$ cat config.mk
export PLATFORM = sky130hd
export DESIGN_NAME = seg_bus_bcast
export DESIGN_NICKNAME = d
export VERILOG_FILES = /design/src/rtl/seg_bus_pkg.sv /design/src/rtl/seg_bus_sequencer.sv /design/src/rtl/seg_bus_node.sv /design/src/rtl/seg_bus_collector.sv /design/src/rtl/seg_bus_bcast.sv
export SDC_FILE = /design/constraint.sdc
export NUM_CORES = 1
export LEC_CHECK = 0
export ABC_AREA = 1
export BUFFER_PORTS_ARGS = -buffer_cell sky130_fd_sc_hd__buf_2
export CAP_MARGIN = 20
export CORE_MARGIN = 5
export CORE_UTILIZATION = 35
export DETAILED_ROUTE_END_ITERATION = 16
export PLACE_DENSITY = 0.74
export SETUP_SLACK_MARGIN = 0.02
export SYNTH_ARGS = -nofsm -noshare
export SYNTH_HDL_FRONTEND = slang
export SYNTH_SLANG_ARGS = --single-unit
$ cat constraint.sdc
create_clock -name clk -period 2.2 [get_ports clk]
set_input_delay 0.22 -clock clk [delete_from_list [all_inputs] [get_ports clk]]
set_output_delay 0.22 -clock clk [all_outputs]
set_load 0.02 [all_outputs]
$ cat src/rtl/seg_bus_pkg.sv
package seg_bus_pkg;
  typedef enum logic {
    SEQ_IDLE = 1'b0,
    SEQ_RUN  = 1'b1
  } seq_state_e;
endpackage

$ cat src/rtl/seg_bus_sequencer.sv
module seg_bus_sequencer
  import seg_bus_pkg::*;
#(
  parameter int SYMS = 4,
  localparam int SW = $clog2(SYMS + 1)
) (
  input  logic          clk,
  input  logic          rst_n,
  input  logic          start,
  output logic          go,
  output logic [SW-1:0] slot,
  output logic          busy,
  output logic          done
);
  localparam logic [SW-1:0] LAST = SW'(SYMS);

  seq_state_e state;

  assign go   = start && (state == SEQ_IDLE);
  assign busy = (state == SEQ_RUN);

  always_ff @(posedge clk or negedge rst_n) begin
    if (!rst_n) begin
      state <= SEQ_IDLE;
      slot  <= '0;
      done  <= 1'b0;
    end else begin
      done <= 1'b0;
      if (go) begin
        state <= SEQ_RUN;
        slot  <= SW'(1);
      end else if (state == SEQ_RUN) begin
        if (slot == LAST) begin
          state <= SEQ_IDLE;
          slot  <= '0;
          done  <= 1'b1;
        end else begin
          slot <= slot + SW'(1);
        end
      end
    end
  end


  slot_step_chk: assert property (@(posedge clk) disable iff (!rst_n)
    (busy && slot != LAST) |=> (slot == $past(slot) + SW'(1)));

  done_pulse_chk: assert property (@(posedge clk) disable iff (!rst_n)
    done |=> !done);

  done_idle_chk: assert property (@(posedge clk) disable iff (!rst_n)
    done |-> (slot == '0));

  no_restart_chk: assert property (@(posedge clk) disable iff (!rst_n)
    (busy && start) |=> (slot != SW'(1)));
endmodule

$ cat src/rtl/seg_bus_node.sv
module seg_bus_node #(
  parameter int SYMS  = 4,
  parameter int NODES = 8,
  parameter int IDX   = 0,
  localparam int SW = $clog2(SYMS + 1),
  localparam int IW = $clog2(NODES)
) (
  input  logic [SYMS-1:0] held,
  input  logic [SW-1:0]   slot,
  input  logic [SW-1:0]   up_val,
  input  logic [IW-1:0]   up_src,
  output logic [SW-1:0]   dn_val,
  output logic [IW-1:0]   dn_src
);
  logic drive;

  always_comb begin
    drive = 1'b0;
    for (int s = 0; s < SYMS; s++) begin
      if (slot == SW'(s + 1) && held[s]) drive = 1'b1;
    end
  end

  // an open switch cuts the upstream segment; this node drives the new one
  assign dn_val = drive ? slot : up_val;
  assign dn_src = drive ? IW'(IDX) : up_src;
endmodule

$ cat src/rtl/seg_bus_collector.sv
module seg_bus_collector #(
  parameter int SYMS = 4,
  localparam int SW = $clog2(SYMS + 1)
) (
  input  logic            clk,
  input  logic            rst_n,
  input  logic            go,
  input  logic [SW-1:0]   slot,
  input  logic [SW-1:0]   rx_val,
  output logic [SYMS-1:0] presence
);
  always_ff @(posedge clk or negedge rst_n) begin
    if (!rst_n) begin
      presence <= '0;
    end else if (go) begin
      presence <= '0;
    end else begin
      for (int s = 0; s < SYMS; s++) begin
        if (slot == SW'(s + 1)) presence[s] <= (rx_val != '0);
      end
    end
  end


  rx_match_chk: assert property (@(posedge clk) disable iff (!rst_n)
    (rx_val != '0) |-> (rx_val == slot));

  idle_quiet_chk: assert property (@(posedge clk) disable iff (!rst_n)
    (slot == '0) |-> (rx_val == '0));
endmodule

$ cat src/rtl/seg_bus_bcast.sv
module seg_bus_bcast #(
  parameter int NODES = 8,
  parameter int SYMS  = 4,
  localparam int SW = $clog2(SYMS + 1),
  localparam int IW = $clog2(NODES)
) (
  input  logic                  clk,
  input  logic                  rst_n,
  input  logic                  start,
  input  logic [NODES*SYMS-1:0] hold,
  output logic                  busy,
  output logic [SW-1:0]         slot,
  output logic [SW-1:0]         rx_val,
  output logic [IW-1:0]         rx_node,
  output logic                  done,
  output logic [SYMS-1:0]       presence
);
  logic go;
  logic [SW-1:0] seg_val [NODES+1];
  logic [IW-1:0] seg_src [NODES+1];

  seg_bus_sequencer #(.SYMS(SYMS)) u_seq (
    .clk(clk), .rst_n(rst_n), .start(start),
    .go(go), .slot(slot), .busy(busy), .done(done)
  );

  // far end of the chain floats: modelled as zero
  assign seg_val[0] = '0;
  assign seg_src[0] = '0;

  for (genvar i = 0; i < NODES; i++) begin : g_node
    seg_bus_node #(.SYMS(SYMS), .NODES(NODES), .IDX(i)) u_node (
      .held  (hold[i*SYMS +: SYMS]),
      .slot  (slot),
      .up_val(seg_val[i]),
      .up_src(seg_src[i]),
      .dn_val(seg_val[i+1]),
      .dn_src(seg_src[i+1])
    );
  end

  assign rx_val  = seg_val[NODES];
  assign rx_node = seg_src[NODES];

  seg_bus_collector #(.SYMS(SYMS)) u_rx (
    .clk(clk), .rst_n(rst_n), .go(go), .slot(slot),
    .rx_val(rx_val), .presence(presence)
  );


  busy_slot_chk: assert property (@(posedge clk) disable iff (!rst_n)
    busy == (slot != '0));
endmodule

==> flow_summary.toml <==
[status]
status = "finished clean"

[global_routing]
grt_pass1_vias = 1057
grt_overflow_total = 0
grt_pass1_wl_um = 4420
antenna_found_initial = 0
grtUsageTotal = 0.163
grt_max_degree = 19

[place]
dp_hpwl_um = 2040
placed_area_mm2 = 0.00105
gp_congestion = 0.861
port_buffers = 49
post-place-ws_ns = -0.0179

[critical_path]
critPathBufInv = 4
crit_family = "simple AND/OR/NAND/NOR gates"
critical_path_class = "reg -> out"
cp.required_ns = 1.98
worst_setup_path_start_kind = "register"
r2r_start = "u_seq.slot[1]"
startpoint = "u_seq.slot[1]"
worstSetupEndpointType = "output pin"
path_cells = "buf_4 > ha_4 > buf_6 > nand3_2 > nand2_1 > nor2_1 > nand2_1 > nor2_2 > nand2_2 > inv_2 > nor2_1 > buf_4"
worstReg2RegEnd = "u_rx.presence[1]"
critical_path.max_stage_delay_ns = 0.43
critPathArrivalTime_ns = 1.97
cpMaxStageDelayCell = "dfrtp_1"
r2r_cells = 12
cp_max_fo = 6
reg2reg_slack_ns = 0.27

[pwr]
p_seq_frac = 0.128
swShare = 0.527
total_power_w = 0.00245
power_switching_w = 0.00129
internal_power_w = 0.00116
p_per_area_mw_per_mm2 = 1740
peakVddDrop_v = 0.00105
p_clk_frac = 0.050
p_comb_frac = 0.822
p_leak_nw = 0.763

[hold_path]
hold_class = "in -> reg"
hp-start = "start"
min_to = "u_seq.busy"
min_path_cells = 3

[floorplan]
io_pins = 50
die_w_um = 57.9
rows = 17
core_mm2 = 0.00221
dieHeight_um = 57.9
start_util = 0.364
design.die.area_mm2 = 0.00336

[drt]
drtPass1Iterations = 4
drt-vias-per-instance = 5.10
routed_wl_um = 3230
vias = 1112
drt_iter0_drc = 40
wl_per_cell_um = 14.8
drc = 0
drtAntennaViolNets = 0

[logic_synthesis]
synth_warnings = 0
synthDistinctLibCells = 17
ys_top_cells_by_area = "dfrtp_1 (28%), nand2_1 (19%), nand3_1 (14%), ha_1 (7.8%), nor2_1 (7.5%)"
ys_ff_latch = 9
syn_area_um2 = 805
synthCells = 125
syn-num-nets = 165
synth.avg_cell_area_um2 = 6.44
synth_top_area_cell = "dfrtp_1"
ys_seq_area_frac = 0.280
synth_top_area_share = 0.280

[sta]
tightestPinTransition_ns = 0.469
period_share = 0.994
period_minus_slack_ns = 2.19
whs_ns = 0.313
max_clock_freq_mhz = 457
fin_ws_ns = 0.0139
slew_headroom = 0.685
report.final.slew_viol_count = 0
skew_ns = 0.00484
final_hold_viol_count = 0
rsz0062_at_grt = "yes"
setup_viol = 0

[finish]
stdcell_area_mm2 = 0.00141
area_growth_syn_to_layout_pct = 75.3
final_nets = 231
antenna_cells = 0
fillerInstances = 196
drive_gt1_frac = 0.579
final_util = 0.637

[run]
maxCapViolCount = 0

[clocking]
cts_tree = "done"
clk_pin_slew_worst_paths_ns = 0.05
cts-root-buf = "clkbuf_4"
cts_buffers = 3
clock-sinks = 9
cts_buffer_depth = 2
clk_latency_ns = 0.25
cts.htree.levels = 1
==> kinds of logic (layout without fill, tap and decap cells) <==
group,count (synthesis),after routing,synth area share
AND/OR/NAND/NOR,80,80,0.412
buffers and inverters,16,81,0.103
AO/OA/AOI/OAI,15,15,0.128
flip-flops,9,9,0.280
adder cells (fa/ha/maj),5,5,0.0778
==> sequential cells by signal, summed over array words and instances, names as in the netlist <==
register,flops
u_seq.slot,3
u_rx.presence,4
u_seq.busy,1
u_seq.done,1
==> synth_stat cells <==
master / number
nand2_1: 40
nand3_1: 23
nor2_1: 16
dfrtp_1: 9
inv_1: 8
o21ai_0: 6
ha_1: 5
a21oi_2: 4
buf_2: 3
a21oi_1: 2
buf_6: 2
inv_2: 2
a31o_2: 1
buf_4: 1
nor2_2: 1
o22ai_1: 1
o31ai_2: 1
==> worst min-delay path, delay by kind of cell <==
kind | cells | cell delay, ns
buffers and inverters | 1 | 0.10
AND/OR/NAND/NOR | 2 | 0.20
==> area by class of cell <==
type / count / area, um2 / area share
Clock buffer: 4 / 26.3 / 0.0186
Inverter: 10 / 47.5 / 0.0337
Multi-Input combinational cell: 100 / 659 / 0.468
Sequential cell: 9 / 226 / 0.161
Tap cell: 28 / 35.0 / 0.0248
Timing Repair Buffer: 67 / 415 / 0.295
==> metal layers <==
layer / wire length [um] / vias to the layer above / track usage
li1: - / 535 / -
met1: 1210 / 511 / 0.180
met2: 1650 / 56 / 0.298
met3: 266 / 10 / 0.0401
met4: 109 / 0 / 0.0563
met5: 0 / - / 0
==> layout by cell type, fill, tap and decap left out <==
cell	netlist	routed
buf_2	3	45
nand2_1	40	30
nand3_1	23	18
buf_4	1	15
nand2_2	0	9
nor2_1	16	8
dfrtp_1	9	8
buf_6	2	6
nor2_4	0	5
nand3_2	0	5
inv_1	8	5
o21ai_0	6	5
ha_4	0	5
nor2_2	1	4
a21oi_2	4	4
inv_2	2	3
clkbuf_4	0	3
a21oi_1	2	2
nand2_4	0	1
inv_4	0	1
inv_8	0	1
a31o_2	1	1
o21ai_1	0	1
o31ai_2	1	1
o22ai_1	1	1
clkbuf_1	0	1
dlygate4sd3_1	0	1
dfrtp_2	0	1
==> power groups by stage <==
stage | clock network (W) | registers [W] | logic, W
after floorplan | 0 | 0.000395 | 0.000879
final | 0.000122 | 0.000314 | 0.00202
after global placement | 0 | 0.000300 | 0.00131
after detailed placement | 0 | 0.000310 | 0.00132
after global routing | 0.000135 | 0.000327 | 0.00216
after CTS | 0.000125 | 0.000301 | 0.00153
==> worst max-delay path by stage <==
stage / end / slack (ns) / cells after the start
after detailed placement: rx_val[2] / -0.02 / 13
after global placement: rx_val[0] / 0.07 / 11
after floorplan: rx_val[0] / 0.19 / 12
after CTS: rx_val[1] / 0.02 / 11
after global routing: rx_val[1] / -0.10 / 13
final: rx_val[1] / 0.01 / 12
==> metrics by stage <==
| stage | std cells | TNS [ns] |
|---|---|---|
| global placement | 198 | 0 |
| global route | 218 | -0.346 |
| finish | 218 | 0 |
| detailed placement | 198 | -0.0501 |
| CTS | 209 | 0 |
| floorplan | 125 | 0 |
==> timing repair <==
action / 4_1_cts / 5_1_grt
endpoints found under the setup margin: 6 / 6
pin swaps: 3 / 25
hold buffers: 1 / 0
buffers inserted: 6 / 9
gates resized for setup: 14 / 48
endpoints found under the hold margin: 9 / 0
Power figures use the tool's default switching activity.
